--- src/rtl/flash_ctl_pkg.sv ---
package flash_ctl_pkg;
  localparam logic [7:0] KEY_WRITE = 8'hA5;
  localparam logic [7:0] KEY_READ  = 8'h96;

  localparam int ADR_MODE = 0;
  localparam int ADR_CLK  = 1;
  localparam int ADR_STAT = 2;
  localparam int NREG     = 3;

  localparam int ST_BUSY = 0;
  localparam int ST_KEYV = 1;
  localparam int ST_WAIT = 3;
  localparam int ST_LOCK = 4;
  localparam int ST_EMEX = 5;
  localparam int ST_SEG  = 6;
  localparam int ST_FAIL = 7;

  localparam int MODE_W = 6;

  typedef struct packed {
    logic blk_wr;
    logic wr;
    logic emerg_en;
    logic int_en;
    logic erase_all;
    logic erase_seg;
  } mode_t;
endpackage

--- src/rtl/fc_key_gate.sv ---
module fc_key_gate #(
  parameter int ADDR_W = 2,
  parameter int KEY_W  = 8,
  parameter int NUM_R  = 3
) (
  input  logic              bus_we,
  input  logic [ADDR_W-1:0] bus_addr,
  input  logic [KEY_W-1:0]  key_byte,
  output logic [NUM_R-1:0]  good_wr,
  output logic              key_bad
);
  import flash_ctl_pkg::*;

  logic key_ok;
  logic hit;

  assign key_ok  = (key_byte == KEY_W'(KEY_WRITE));
  assign hit     = bus_we && (int'(bus_addr) < NUM_R);
  assign key_bad = hit && !key_ok;

  for (genvar i = 0; i < NUM_R; i++) begin : g_strobe
    assign good_wr[i] = bus_we && key_ok && (int'(bus_addr) == i);
  end
endmodule

--- src/rtl/fc_cfg_bank.sv ---
module fc_cfg_bank #(
  parameter int LOW_W   = 8,
  parameter int SEL_W   = 2,
  parameter int DIV_W   = 6,
  parameter int SEL_RST = 1,
  parameter int DIV_RST = 2
) (
  input  logic                     clk,
  input  logic                     rst,
  input  logic                     mode_wr,
  input  logic                     clk_wr,
  input  logic [LOW_W-1:0]         wlow,
  input  logic                     blk_abort,
  output flash_ctl_pkg::mode_t     mode,
  output logic [SEL_W-1:0]         clk_sel,
  output logic [DIV_W-1:0]         clk_div
);
  import flash_ctl_pkg::*;

  always_ff @(posedge clk) begin
    if (rst) begin
      mode    <= '0;
      clk_sel <= SEL_W'(SEL_RST);
      clk_div <= DIV_W'(DIV_RST);
    end else begin
      if (mode_wr)
        mode <= mode_t'(wlow[MODE_W-1:0]);
      else if (blk_abort)
        mode.blk_wr <= 1'b0;
      if (clk_wr) begin
        clk_sel <= wlow[DIV_W +: SEL_W];
        clk_div <= wlow[DIV_W-1:0];
      end
    end
  end


  blk_end_chk: assert property (@(posedge clk) disable iff (rst)
    blk_abort && !mode_wr |=> !mode.blk_wr);
endmodule

--- src/rtl/fc_status_bank.sv ---
module fc_status_bank (
  input  logic clk,
  input  logic rst,
  input  logic wr_en,
  input  logic w_lock,
  input  logic w_emex,
  input  logic w_seg,
  input  logic w_keyv,
  input  logic w_fail,
  input  logic key_bad,
  input  logic clk_fail,
  input  logic abort,
  input  logic emerg_en,
  input  logic blk_wr,
  input  logic eng_wait,
  output logic lock,
  output logic emex,
  output logic seg_lock,
  output logic fail,
  output logic key_viol,
  output logic blk_abort
);
  logic fail_evt;

  assign fail_evt  = clk_fail || (abort && emerg_en);
  assign blk_abort = wr_en && w_lock && !lock && blk_wr && eng_wait;

  always_ff @(posedge clk) begin
    if (rst) begin
      lock     <= 1'b1;
      emex     <= 1'b0;
      seg_lock <= 1'b1;
      fail     <= 1'b0;
      key_viol <= 1'b0;
    end else begin
      if (wr_en) begin
        lock <= w_lock;
        emex <= w_emex;
        if (w_seg)  seg_lock <= !seg_lock;
        if (!w_keyv) key_viol <= 1'b0;
      end
      if (key_bad) key_viol <= 1'b1;
      if (fail_evt)
        fail <= 1'b1;
      else if (wr_en && !w_fail)
        fail <= 1'b0;
    end
  end


  keyv_sticky_chk: assert property (@(posedge clk) disable iff (rst)
    key_viol && !wr_en |=> key_viol);

  seg_hold_chk: assert property (@(posedge clk) disable iff (rst)
    !(wr_en && w_seg) |=> $stable(seg_lock));

  fail_set_chk: assert property (@(posedge clk) disable iff (rst)
    clk_fail |=> fail);
endmodule

--- src/rtl/flash_ctl_regs.sv ---
module flash_ctl_regs #(
  parameter int ADDR_W  = 2,
  parameter int DATA_W  = 16,
  parameter int KEY_W   = 8,
  parameter int SEL_W   = 2,
  parameter int DIV_W   = 6,
  parameter int SEL_RST = 1,
  parameter int DIV_RST = 2
) (
  input  logic              clk,
  input  logic              rst,
  input  logic [ADDR_W-1:0] bus_addr,
  input  logic              bus_we,
  input  logic [DATA_W-1:0] bus_wdata,
  output logic [DATA_W-1:0] bus_rdata,
  input  logic              eng_busy,
  input  logic              eng_wait,
  input  logic              eng_clk_fail,
  input  logic              eng_abort,
  output logic              ctl_erase_seg,
  output logic              ctl_erase_all,
  output logic              ctl_int_en,
  output logic              ctl_emerg_en,
  output logic              ctl_wr,
  output logic              ctl_blk_wr,
  output logic [SEL_W-1:0]  ctl_clk_sel,
  output logic [DIV_W-1:0]  ctl_clk_div,
  output logic              ctl_lock,
  output logic              ctl_seg_lock,
  output logic              ctl_emex,
  output logic              reset_req
);
  import flash_ctl_pkg::*;

  localparam int LOW_W = DATA_W - KEY_W;

  logic [NREG-1:0]  good_wr;
  logic             key_bad;
  logic [LOW_W-1:0] wlow;
  mode_t            mode;
  logic             fail, key_viol, blk_abort;
  logic [LOW_W-1:0] rd_low;

  assign wlow = bus_wdata[LOW_W-1:0];

  fc_key_gate #(.ADDR_W(ADDR_W), .KEY_W(KEY_W), .NUM_R(NREG)) u_gate (
    .bus_we   (bus_we),
    .bus_addr (bus_addr),
    .key_byte (bus_wdata[DATA_W-1:LOW_W]),
    .good_wr  (good_wr),
    .key_bad  (key_bad)
  );

  fc_cfg_bank #(.LOW_W(LOW_W), .SEL_W(SEL_W), .DIV_W(DIV_W),
                .SEL_RST(SEL_RST), .DIV_RST(DIV_RST)) u_cfg (
    .clk       (clk),
    .rst       (rst),
    .mode_wr   (good_wr[ADR_MODE]),
    .clk_wr    (good_wr[ADR_CLK]),
    .wlow      (wlow),
    .blk_abort (blk_abort),
    .mode      (mode),
    .clk_sel   (ctl_clk_sel),
    .clk_div   (ctl_clk_div)
  );

  fc_status_bank u_stat (
    .clk       (clk),
    .rst       (rst),
    .wr_en     (good_wr[ADR_STAT]),
    .w_lock    (wlow[ST_LOCK]),
    .w_emex    (wlow[ST_EMEX]),
    .w_seg     (wlow[ST_SEG]),
    .w_keyv    (wlow[ST_KEYV]),
    .w_fail    (wlow[ST_FAIL]),
    .key_bad   (key_bad),
    .clk_fail  (eng_clk_fail),
    .abort     (eng_abort),
    .emerg_en  (mode.emerg_en),
    .blk_wr    (mode.blk_wr),
    .eng_wait  (eng_wait),
    .lock      (ctl_lock),
    .emex      (ctl_emex),
    .seg_lock  (ctl_seg_lock),
    .fail      (fail),
    .key_viol  (key_viol),
    .blk_abort (blk_abort)
  );

  assign ctl_erase_seg = mode.erase_seg;
  assign ctl_erase_all = mode.erase_all;
  assign ctl_int_en    = mode.int_en;
  assign ctl_emerg_en  = mode.emerg_en;
  assign ctl_wr        = mode.wr;
  assign ctl_blk_wr    = mode.blk_wr;

  always_comb begin
    rd_low = '0;
    case (int'(bus_addr))
      ADR_MODE: rd_low[MODE_W-1:0] = mode;
      ADR_CLK:  rd_low[SEL_W+DIV_W-1:0] = {ctl_clk_sel, ctl_clk_div};
      ADR_STAT: begin
        rd_low[ST_BUSY] = eng_busy;
        rd_low[ST_KEYV] = key_viol;
        rd_low[ST_WAIT] = eng_wait;
        rd_low[ST_LOCK] = ctl_lock;
        rd_low[ST_EMEX] = ctl_emex;
        rd_low[ST_SEG]  = ctl_seg_lock;
        rd_low[ST_FAIL] = fail;
      end
      default: rd_low = '0;
    endcase
  end

  always_ff @(posedge clk) begin
    if (rst) begin
      bus_rdata <= '0;
      reset_req <= 1'b0;
    end else begin
      bus_rdata <= (int'(bus_addr) < NREG) ? {KEY_W'(KEY_READ), rd_low} : '0;
      reset_req <= key_bad;
    end
  end


  reset_req_chk: assert property (@(posedge clk) disable iff (rst)
    key_bad |=> reset_req && key_viol);

  bad_keeps_cfg_chk: assert property (@(posedge clk) disable iff (rst)
    key_bad |=> $stable(ctl_clk_sel) && $stable(ctl_clk_div) && $stable(mode));

  sig_byte_chk: assert property (@(posedge clk) disable iff (rst)
    int'(bus_addr) < NREG |=> bus_rdata[DATA_W-1:LOW_W] == KEY_W'(KEY_READ));
endmodule

--- config.mk ---
export PLATFORM = sky130hd
export DESIGN_NAME = flash_ctl_regs
export DESIGN_NICKNAME = d
export VERILOG_FILES = /design/src/rtl/flash_ctl_pkg.sv /design/src/rtl/fc_key_gate.sv /design/src/rtl/fc_cfg_bank.sv /design/src/rtl/fc_status_bank.sv /design/src/rtl/flash_ctl_regs.sv
export SDC_FILE = /design/constraint.sdc
export NUM_CORES = 1
export LEC_CHECK = 0
export ABC_AREA = 1
export BUFFER_PORTS_ARGS = -buffer_cell sky130_fd_sc_hd__buf_2
export CORE_MARGIN = 5
export CORE_UTILIZATION = 41
export DETAILED_ROUTE_END_ITERATION = 7
export MAX_ROUTING_LAYER = met4
export PLACE_DENSITY = 0.72
export SLEW_MARGIN = 30
export SYNTH_ARGS = -nofsm -noshare
export SYNTH_HDL_FRONTEND = slang
export SYNTH_SLANG_ARGS = --single-unit
--- constraint.sdc ---
create_clock -name clk -period 1.55 [get_ports clk]
set_input_delay 0.31 -clock clk [delete_from_list [all_inputs] [get_ports clk]]
set_output_delay 0.31 -clock clk [all_outputs]
set_load 0.02 [all_outputs]
Yosys cells after proc, flatten, opt, wreduce, memory -nomap -nowiden. Cells that the tools add are included.

Flip-flop bits (word level): 36. Latch bits: 0. Bits in writable memories: 0. ROM bits: 0. Input port bits: 25. Word-level logic and storage cells: 61. Memories: 0.

Add/sub/neg operators: 0. Multipliers: 0. Div/mod/pow operators: 0. Order comparisons: 1. Equality and inequality tests: 6. Shift operators: 0. Muxes and demuxes: 12. Bitwise gates (word level): 1. Reduce and logical (&&, ||, !) cells: 25.

Operator list (count): two-way mux 16 bit (1); logical AND 1 bit (12); one-hot mux 3 bit (3 select lines) (1); equality test 8 bit, second input constant (1); two-way mux 1 bit (7); equality test 2 bit, second input constant (3); one-hot mux 2 bit (3 select lines) (1); nonzero test 2 bit (3); logical NOT 1 bit (4); logical NOT 2 bit (2); one-hot mux 2 bit (2 select lines) (1); AND reduction 2 bit (2); equality test 2 x 1 -> 1 bit, second input constant (1); < comparator 2 bit, second input constant (1); != test 2 x 1 -> 1 bit, second input constant (1); one-hot mux 1 bit (2 select lines) (1); OR reduction 2 bit (1); logical OR 1 bit (1); inverter 1 bit (1).

Depth between registers and ports, before layout. Gate-level depths: netlist of the first run.

Word-level depth: 9. Gate-level depth with buffers: 9. Depth with buffers taken out: 9.

Modules after synthesis. A second synthesis of the first run with hierarchy kept.

Cells, all modules: 181. Area, all modules: 1297.5 sq um.

Modules (own cells, without submodules): flash_ctl_regs (instances 1, cells an instance 68, area each 503.0 sq um, seq. area each 200.2 sq um); fc_cfg_bank (instances 1, cells an instance 64, area each 500.5 sq um, seq. area each 280.3 sq um); fc_status_bank (instances 1, cells an instance 28, area each 201.4 sq um, seq. area each 100.1 sq um); fc_key_gate (instances 1, cells an instance 21, area each 92.6 sq um, seq. area each 0.0 sq um).

Least setup slack after synthesis of the first run. Ideal clock, no wire load.

Path type: input-to-reg. From: in bus_addr[0]. To: reg u_stat.seg_lock. Library setup time: 0.130 ns. Arrival time: 1.112 ns. Data required time: 1.420 ns. Slack: 0.308 ns. Stages: 8. Cells stage by stage: inv_1 -> ha_1 -> buf_2 -> inv_1 -> nor2_1 -> nand2_1 -> a21oi_1 -> o21ai_0.

Word-level cells in the longest chain between the ends: 3.

Ends and longest elaborated chain: from (decl) (line flash_ctl_regs.sv:12) `input logic [ADDR_W-1:0] bus_addr,`; equality test 2 bit (line fc_key_gate.sv:22) `assign good_wr[i] = bus_we && key_ok && (int'(bus_addr) == i);`; logical AND 1 bit (line fc_key_gate.sv:22); AND reduction 2 bit (no source line); to (signal assigned) (line fc_status_bank.sv:39) `if (w_seg) seg_lock <= !seg_lock;`; to (decl) (line fc_status_bank.sv:18) `output logic seg_lock,`.

No other way between the ends. A chain may end at the register's enable or synchronous reset.

Final worst setup path of the first run.
From: reg, netlist name u_cfg.mode[3]. To: out ctl_emerg_en.

RTL lines: to (decl) (line flash_ctl_regs.sv:23) `output logic ctl_emerg_en,`.

No word-level cell between the ends.

==> results.md, run 1 <==
* Synth cell count leaders: nand2_1 (39), nor2_1 (30), dfxtp_1 (29)
* Fin. Hold Viols at 0
* Row count at 20
* Layout net count at roughly 260
* CP Launch Type: register
* Root Driver: clkbuf_4
* Worst-path cell chain: buf_2
* Post-Syn Area per Cell at 7.44 sq um
* Worst-path maximum fanout at 4
* Slew Viols, Final at 0
* Prevailing post-synth register cell: dfxtp_1
* Synth-to-layout area growth at 28.3%
* Library cells used by synthesis at 23
* Chip Width at 65.9 microns
* Endpoint class of the critical path: output pin
* Pwr/cell area at 882 nW/um^2
* Hold-fix buffers, CTS at 0
* Fin Setup TNS at 0 ps
* Crit path time final at around 1300 ps
* Pwr Total at roughly 1.4 mW
* Vias in the first global route at 1197
* Synth area leader: dfxtp_1
* Worst path bufs/invs at 1
* CTS tree: yes
* Die Y at 65.9 microns
* Family with the most delay on the worst path: flip-flops
* Cts repair resizes at 0
* Longest Clk Path Bufs at 2
* H-tree depth at 2
* DPL Wire Length at 2500 microns
* Fmax at 779 MHz
* Top cells by area, synth: dfxtp_1 (45%), nand2_1 (11%), nor2_1 (8.8%)
* Number of synthesized flops with an enable pin at 0
* Largest net degree at the start of global routing at 18
* Top-count cell post-synth: nand2_1
* Post-Route WL at 3210 microns
* Core footprint at 3030 sq um
* Setup WS pre-CTS at 137 ps
* Die ar. at 4340 sq um
* Critical Path AT at 970 ps
* CTS Buf Count at 5
* FF+latch count, synth at 29
* Crit path required time at 1240 ps
* HP Class: in2reg
* GR Overflow Total at 0
* Sequential share of the synthesized area at 0.454
* Post-CTS Setup Bufs at 0
* Yosys warning total at 0
* Starting Density at 0.423
* Starting DRT DRC Count at 76
* Worst Setup Path Type: reg2out
* Drt pass-1 iters at 4
* Worst-path clk slew at 90 ps
* Worst-skew pair later-pin latency at 340 ps
* Tot GR Track Use at 0.167
* Final ANT Viol Nets at 0
* Skew final at 11.7 ps
* IO buf count at 54
* Via density at 4.62
* Lkg Pwr at 0.897 nW
* Post-synthesis async set-or-reset flop share at 0
* Sink Count at 29
* Maxcap violations at 0
* Drt wl/cell at 11.7 microns
* Via count at about 1.3k
* # setup viols final at 0
* RSZ-0062 raised after global routing: no
* Global-route wire length before repair at about 5300 microns
* Post-synth top area share at 0.454
* Final Wtd Congestion at 0.894
* Syn Inst Count at 172
* Initial antenna violation count at 0
* Status: complete, no violations
* Num ports at 59
* Maximum VDD drop at 0.424 mV
* Final Cycle Share at 0.828
* DRC Markers at 0
* Setup WS post-layout at 266 ps
* Antenna diode count at 0
* Fraction of layout cells with a size suffix above 1 at 0.322
* Crit-path max cell delay at 430 ps
* Crit path max-delay cell type: dfxtp_1
* Cell Area, Synth at 1280 sq um
[final cells by class]
cell class	count	area (sq um)
Timing Repair Buffer	57	293
Inverter	19	77.6
Clock buffer	7	65.1
Clock inverter	1	5.00
Tap cell	44	55.1
Multi-Input combinational cell	117	567
Sequential cell	29	581
Fill cell	300	1390
[power breakdown]
part / internal (mW) / switching (mW) / total [mW] / leakage (nW)
sequential: 0.757 / 0.00498 / 0.762 / 0.235
clock: 0.262 / 0.270 / 0.532 / 0.0413
combinational: 0.0567 / 0.0973 / 0.154 / 0.621
[logic make-up (layout without fill, tap and decap cells)]
family	after synthesis	after routing	synth area share
AND/OR/NAND/NOR	85	85	0.291
adder cells (fa/ha/maj)	4	4	0.0391
flip-flops	29	29	0.454
buffers and inverters	29	84	0.112
AO/OA/AOI/OAI	24	24	0.101
other	1	4	0.00293
[through the flow]
| stage | instances | instance area (sq um) | util | hold slack [ps] |
|---|---|---|---|---|
| 2_1_floorplan | 175 | 1290 | - | 379 |
| 3_3_place_gp | 266 | 1570 | 0.519 | 454 |
| 3_5_place_dp | 266 | 1570 | 0.519 | 461 |
| 4_1_cts | 274 | 1640 | 0.543 | 195 |
| 5_1_grt | 274 | 1640 | 0.543 | 226 |
| 6_report | 274 | 1640 | 0.543 | 201 |
[state kept, by name, summed over array words and instances, names as in the netlist, 2 cells and up]
name / flops
bus_rdata: 9
u_cfg.mode: 6
u_cfg.clk_div: 6
u_cfg.clk_sel: 2
[cell usage in the layout (no fill, tap or decap)]
master	synthesis	routed
buf_2	2	54
nand2_1	39	39
nor2_1	30	30
dfxtp_1	29	29
inv_1	17	17
o21ai_0	14	14
nand3_1	8	8
a21oi_1	5	5
clkbuf_4	0	5
ha_1	4	4
conb_1	1	4
buf_4	7	3
nor2_2	2	2
nand2_2	2	2
nand2_4	2	2
clkinv_2	1	2
a211oi_1	2	2
clkbuf_8	0	2
nor2_8	1	1
clkinv_4	1	1
o22ai_1	1	1
o21ai_1	1	1
nand4_1	1	1
o211ai_1	1	1
[routing by layer]
| layer | vias to the layer above | wire, microns | global-route usage |
|---|---|---|---|
| met5 | - | 0 | - |
| met4 | 0 | 44 | 0.0777 |
| met3 | 6 | 349 | 0.0527 |
| met2 | 58 | 1460 | 0.250 |
| met1 | 559 | 1360 | 0.203 |
| li1 | 643 | - | - |
[final timing paths]
kind | slack, ps | cells past startpoint | to | from
max | 270 | 1 | ctl_emerg_en | u_cfg.mode[3]$_SDFFE_PP0P_
max reg2reg | 740 | 4 | bus_rdata[3]$_SDFF_PP0_ | u_cfg.mode[3]$_SDFFE_PP0P_
min | 200 | 3 | u_cfg.clk_sel[0]$_SDFFE_PP1P_ | bus_wdata[6]
min reg2reg | 480 | 2 | bus_rdata[7]$_SDFF_PP0_ | u_stat.fail$_SDFFE_PP0P_
Power figures use the tool's default switching activity.
==> run 2, diff against run 1 <==
--- a/config.mk
+++ b/config.mk
@@ -5,13 +5,13 @@
 export SDC_FILE = /design/constraint.sdc
 export NUM_CORES = 1
 export LEC_CHECK = 0
-export ABC_AREA = 1
+export ABC_AREA = 0
 export BUFFER_PORTS_ARGS = -buffer_cell sky130_fd_sc_hd__buf_2
 export CORE_MARGIN = 5
 export CORE_UTILIZATION = 41
 export DETAILED_ROUTE_END_ITERATION = 7
 export MAX_ROUTING_LAYER = met4
-export PLACE_DENSITY = 0.72
+export PLACE_DENSITY = 0.73
 export SLEW_MARGIN = 30
 export SYNTH_ARGS = -nofsm -noshare
 export SYNTH_HDL_FRONTEND = slang
==> constraint.sdc (replaced) <==
create_clock -name clk -period 1.1 [get_ports clk]
set_input_delay 0.22 -clock clk [delete_from_list [all_inputs] [get_ports clk]]
set_output_delay 0.22 -clock clk [all_outputs]
set_load 0.02 [all_outputs]
==> run 2 against run 1 <==
  * The flow now finishes with violations (setup timing)
  * Largest power group unchanged
  * Sequential cell count is the same
  * Sequential share of layout area shrank 2.8 points
  * Count of clock-buffer cells in the layout is the same
  * Setup slack lost 280 ps
  * First-iteration DRC count grew 61%
  * Critical endpoint is now u_cfg.mode[5]$_SDFFE_PP0P_
  * Clock power grew 20%
  * Critical path depth grew 3
  * Largest cell class is now multi-input gates
  * Area after synthesis grew 9.2%
  * Critical path type is now reg2reg
  * Global-route usage shrank 0.45 points
  * Power grew 37%
==> results.md, run 2 <==
* Crit path required time at 1320 ps
* Die ar. at 4680 sq um
* Worst-path clk slew at roughly 80 ps
* Via count at 1296
* CTS tree: yes
* Fmax at 897 MHz
* Fin Hold WS at 133 ps
* Critical Path AT at 1340 ps
* Fin Setup TNS at -15.4 ps
* Lkg Pwr at about 0.84 nW
* Synth-to-layout area growth at 33.0%
* Logic pwr share at 0.134
* Commonest non-fill, non-tap cells in the layout: buf_2 (36), buf_4 (33), dfxtp_2 (16), nor2_1 (15), nand2_1 (14)
* CP Launch Type: register
* Maximum VDD drop at 0.427 mV
* Starting DRT DRC Count at 122
* Antenna diode count at 0
* Flop pwr share at 0.541
* Synth cell count leaders: dfxtp_1 (29), nand2_1 (15), nor2_1 (15)
* Initial antenna violation count at 0
* Top-count cell post-synth: dfxtp_1
* Endpoint class of the critical path: register
* Placed insts at 244
* Post-Syn Area per Cell at 9.64 sq um
* Final Wtd Congestion at 0.841
* Final Util at 0.562
* HP Class: in2reg
* Drt wl/cell at 13.7 microns
* Crit-path max cell delay at 330 ps
* Vias in the first global route at 1224
* Worst-path maximum fanout at 2
* Biggest regs: bus_rdata (9), u_cfg.clk_div (6), u_cfg.mode (6)
* Register area at ~600 sq um
* Switch share at 0.253
* Sequential share of the synthesized area at 0.415
* Largest net degree at the start of global routing at 15
* FF+latch count, synth at 29
* Setup WS post-layout at -14.4 ps
* Maxcap violations at 0
* Cell Area, Synth at 1400 sq um
* Tot GR Track Use at 0.162
* Filler Cells Inserted at 314
* Fin. Hold Viols at 0
* Synth area leader: dfxtp_1
* Setup WS pre-CTS at -278 ps
* Number of synthesized flops with an enable pin at 0
* GR Overflow Total at 0
* Final std cells w/o fill at 253
* Num ports at 59
* Layout net count at 236
* Worst-path cell chain: buf_4, and4b_1, o2111ai_1, a31o_1
* # setup viols final at 2
* Multi-input logic area at 658 sq um
* Crit path from: u_stat.lock$_SDFFE_PP1N_
* Core footprint at about 3300 sq um
* Pwr/cell area at 1060 nW/um^2
* Final ANT Viol Nets at 0
* Die Y at between 60 and 70 microns
* Chip Width at 68.4 microns
* Sink Count at 29
* Root Driver: clkbuf_4
* Worst Setup Path Type: reg2reg
* Drt pass-1 iters at 4
* Crit path time final at 1110 ps
* Critical R2R Launch: u_stat.lock$_SDFFE_PP1N_
* Top cells by area, synth: dfxtp_1 (42%), mux2i_1 (7.9%), nand2_1 (4.0%)
* CTS Buf Count at 5
* Crit path max-delay cell type: dfxtp_2
* Most common cell after layout, fill and taps aside: buf_2
* Post-Route WL at 3460 microns
* Skew final at 4.38 ps
* Longest Clk Path Bufs at 2
* Global-route wire length before repair at 5330 microns
* DPL Wire Length at 2630 microns
* Worst hold path startpoint: rst
* Post-synth top area share at 0.415
* Internal Power at 1.48 mW
* IO buf count at 54
* DRC Markers at 0
* Worst-skew pair later-pin latency at between 300 and 400 ps
* Library cells used by synthesis at 35
* Final Cycle Share at 1.01
* H-tree depth at 2
* Hold-fix buffers, CTS at 0
* Starting Density at 0.422
* Fraction of layout cells with a size suffix above 1 at 0.498
* Slew Viols, Final at 0
* Biggest register: bus_rdata
* Failing checks: setup timing
* Clock Power Share at 0.324
* Max FFs per register at 9
* Yosys warning total at 0
* Switching power at between 0.5 and 0.6 mW
* Via density at 5.12
* Status: finished, violations left
* Post-synthesis async set-or-reset flop share at 0
* Row count at 21
* RSZ-0062 raised after global routing: yes
* Syn Inst Count at 145
* Prevailing post-synth register cell: dfxtp_1
[run 2: final cells by class]
cell class,count,share of cell area
multi-input cells,93,0.354
flip-flops and latches,29,0.325
repair buffers,72,0.248
well taps,46,0.0310
clock buffers,7,0.0296
inverters,6,0.0121
[run 2: per-stage QoR]
step | cell area [sq um] | power [mW]
final | 1860 | 1.98
after global routing | 1860 | 2.08
after CTS | 1810 | 2.01
after detailed placement | 1710 | 1.36
after global placement | 1710 | 1.36
after floorplan | 1430 | 1.27
[run 2: worst paths after layout]
kind                                                      end  slack (ps)  cells past startpoint
worst max-delay path               u_cfg.mode[5]$_SDFFE_PP0P_         -10                      4
worst max register to register     u_cfg.mode[5]$_SDFFE_PP0P_         -10                      4
worst min register to register  u_cfg.clk_div[0]$_SDFFE_PP0P_         470                      2
worst min-delay path                 u_stat.fail$_SDFFE_PP0P_         130                      2
[run 2: cell families after synthesis]
kind of cell    synth area share
fa+ha+maj                 0.0358
mux                       0.0788
other cells              0.00268
compound gates             0.143
buf+inv                    0.134
flops                      0.415
simple gates               0.190
[run 2: power groups by stage]
stage                     logic, mW  registers [mW]  clock network, mW
after global placement        0.261            1.10                  0
after global routing          0.292            1.07              0.718
after detailed placement      0.263            1.10                  0
after CTS                     0.264            1.07              0.669
final                         0.266            1.07              0.641
after floorplan               0.155            1.11                  0
[run 2: worst max-delay path: cells and delay by family, from the launching register on]
kind / cells / cell delay, ps
buffers and inverters: 1 / 120
AND/OR/NAND/NOR: 1 / 240
AO/OA/AOI/OAI: 2 / 320
flip-flops: 1 / 330
[run 2: repair_timing]
action / in CTS / in global routing
endpoints found under the setup margin: 8 / 25
gates resized for setup: 14 / 26
pin swaps: 1 / 0
buffers inserted: 2 / 0
[run 2: per-layer routing]
| layer | share of wire | track usage |
|---|---|---|
| met3 | 0.094 | 0.0575 |
| met2 | 0.49 | 0.259 |
| met1 | 0.40 | 0.170 |
| met5 | 0 | - |
| met4 | 0.021 | 0.0993 |
==> run 3, diff against run 2 <==
--- a/config.mk
+++ b/config.mk
@@ -11,7 +11,7 @@
 export CORE_UTILIZATION = 41
 export DETAILED_ROUTE_END_ITERATION = 7
 export MAX_ROUTING_LAYER = met4
-export PLACE_DENSITY = 0.73
+export PLACE_DENSITY = 0.7
 export SLEW_MARGIN = 30
 export SYNTH_ARGS = -nofsm -noshare
 export SYNTH_HDL_FRONTEND = slang
==> constraint.sdc (replaced) <==
create_clock -name clk -period 1.2 [get_ports clk]
set_input_delay 0.24 -clock clk [delete_from_list [all_inputs] [get_ports clk]]
set_output_delay 0.24 -clock clk [all_outputs]
set_load 0.02 [all_outputs]
==> run 3 against run 2 <==
  * The run now ends clean
  * Sequential cell count did not move
  * Routed wire length fell by 3.8%
  * Register-to-register slack improved by 200 ps
  * Global-route usage fell by 0.25 points
  * First-iteration DRC count fell by 0.82%
  * Die area did not move
  * Largest cell class unchanged
==> results.md, run 3 (same netlist as run 2, synthesis figures left out) <==
* Status: complete, no violations
* Family with the most delay on the worst path: flip-flops
* Crit path max-delay cell type: dfxtp_1
* Worst-skew pair later-pin latency at 320 ps
* Critical Path AT at 900 ps
* Core footprint at 3310 sq um
* Fin. Hold Viols at 0
* Lkg Pwr at 0.826 nW
* Die ar. at 4680 sq um
* Fraction of layout cells with a size suffix above 1 at 0.401
* Crit-path max cell delay at 380 ps
* Filler Cells Inserted at between 300 and 400
* Commonest non-fill, non-tap cells in the layout: buf_2 (54), dfxtp_1 (28), buf_4 (18), nand2_1 (15), nor2_1 (15)
* Worst path bufs/invs at 1
* Starting Density at 0.422
* CTS Buf Count at 5
* Clock Power Share at 0.322
* Final Cycle Share at 0.947
* Fmax at 880 MHz
* Maxcap violations at 0
* Drt pass-1 iters at 4
* Tot GR Track Use at 0.160
* Initial antenna violation count at 0
* Switch share at 0.251
* Max FFs per register at 9
* Setup WS post-layout at 63.2 ps
* Crit path time final at 1140 ps
* Setup WS pre-CTS at -243 ps
* Worst-path cell chain: buf_2
* H-tree depth at 2
* RSZ-0062 raised after global routing: no
* Worst hold path startpoint: bus_wdata[7]
* Final std cells w/o fill at 253
* Pwr Total at 1.82 mW
* Num ports at 59
* Die Y at 68.4 microns
* CP Launch Type: register
* Global-route wire length before repair at about 5300 microns
* Chip Width at 68.4 microns
* Synth-to-layout area growth at 26.3%
* Longest Clk Path Bufs at 2
* Maximum VDD drop at 0.432 mV
* Placed insts at ~250
* Biggest register: bus_rdata
* Skew final at just over 5 ps
* Largest net degree at the start of global routing at 15
* Biggest regs: bus_rdata (9), u_cfg.clk_div (6), u_cfg.mode (6)
* # setup viols final at 0
* Final ANT Viol Nets at 0
* Row count at 21
* Logic pwr share at 0.136
* Critical R2R Launch: u_stat.lock$_SDFFE_PP1N_
* Slew Viols, Final at 0
* Antenna diode count at 0
* HP Class: in2reg
* IO buf count at 54
* Worst Setup Path Type: reg2out
* Pwr/cell area at 1030 nW/um^2
* Root Driver: clkbuf_4
* Crit path from: u_stat.lock$_SDFFE_PP1N_
* Flop pwr share at 0.542
* Worst-path clk slew at 80 ps
* R2R Setup Slk at 190 ps
* CTS tree: yes
* Starting DRT DRC Count at 121
* Layout net count at 236
* Worst-path maximum fanout at 4
* Drt wl/cell at about 13 microns
* Crit path required time at 960 ps
* Via density at 4.96
* Sink Count at 29
* Vias in the first global route at 1139
* DRC Markers at 0
* Switching power at 0.456 mW
* Most common cell after layout, fill and taps aside: buf_2
* Post-CTS Setup Bufs at 0
* Endpoint class of the critical path: output pin
* Via count at 1255
* Internal Power at 1.36 mW
* Final Wtd Congestion at ~0.9
* DPL Wire Length at about 2700 microns
* GR Overflow Total at 0
* Post-Route WL at 3330 microns
==> run 3: cell types whose count changed in the layout (fill, tap and decap cells not counted) <==
cell     before  now
dfxtp_4       1    0
inv_1         4    6
dfxtp_2      16    1
nand2_2       1    0
ha_1          2    3
buf_6         3    0
nand2_1      14   15
buf_2        36   54
inv_2         2    0
dfxtp_1      12   28
ha_4          1    0
buf_4        33   18
==> run 3: path summary, 6_finish.rpt <==
kind,to,depth (start not counted)
setup reg to reg,u_cfg.mode[5]$_SDFFE_PP0P_,3
hold reg to reg,u_stat.key_viol$_SDFFE_PP0P_,2
hold / removal,u_cfg.clk_sel[1]$_SDFFE_PP0P_,3
setup / recovery,ctl_lock,1
==> run 3: stage by stage <==
step	TNS, ps	area, sq um	hold WS [ps]	utilization
after CTS	0	1760	162	0.532
after global routing	0	1770	168	0.533
after global placement	-4330	1710	453	0.515
after floorplan	0	1410	382	-
final	0	1770	167	0.533
after detailed placement	-4470	1710	463	0.515
==> run 3: cell type report <==
class	instances	area, sq um	area share
repair buffers	72	405	0.230
inverters	6	22.5	0.0128
multi-input cells	93	643	0.364
clock buffers	7	55.1	0.0312
well taps	46	57.6	0.0326
flip-flops and latches	29	582	0.330
==> run 3: layer usage <==
metal  global-route usage  up-vias  wire length, microns
met5                    -        -                     0
li1                     -      635                     -
met2                0.254       56                  1600
met1                0.189      560                  1390
met4               0.0620        0                    42
met3               0.0460        4                   297
==> run 3: power groups by stage <==
stage	Sequential, mW	Combinational [mW]	Clock (mW)
after CTS	0.984	0.247	0.593
after global routing	0.986	0.272	0.643
final	0.983	0.247	0.585
after floorplan	1.02	0.136	0
after detailed placement	1.01	0.245	0
after global placement	1.01	0.244	0
==> run 3: what timing repair did <==
| item | 4_1_cts | 5_1_grt |
|---|---|---|
| gates resized for setup | 0 | 2 |
| endpoints found under the setup margin | 0 | 4 |
| hold endpoints to repair | 0 | 0 |
| hold buffers | 0 | 0 |
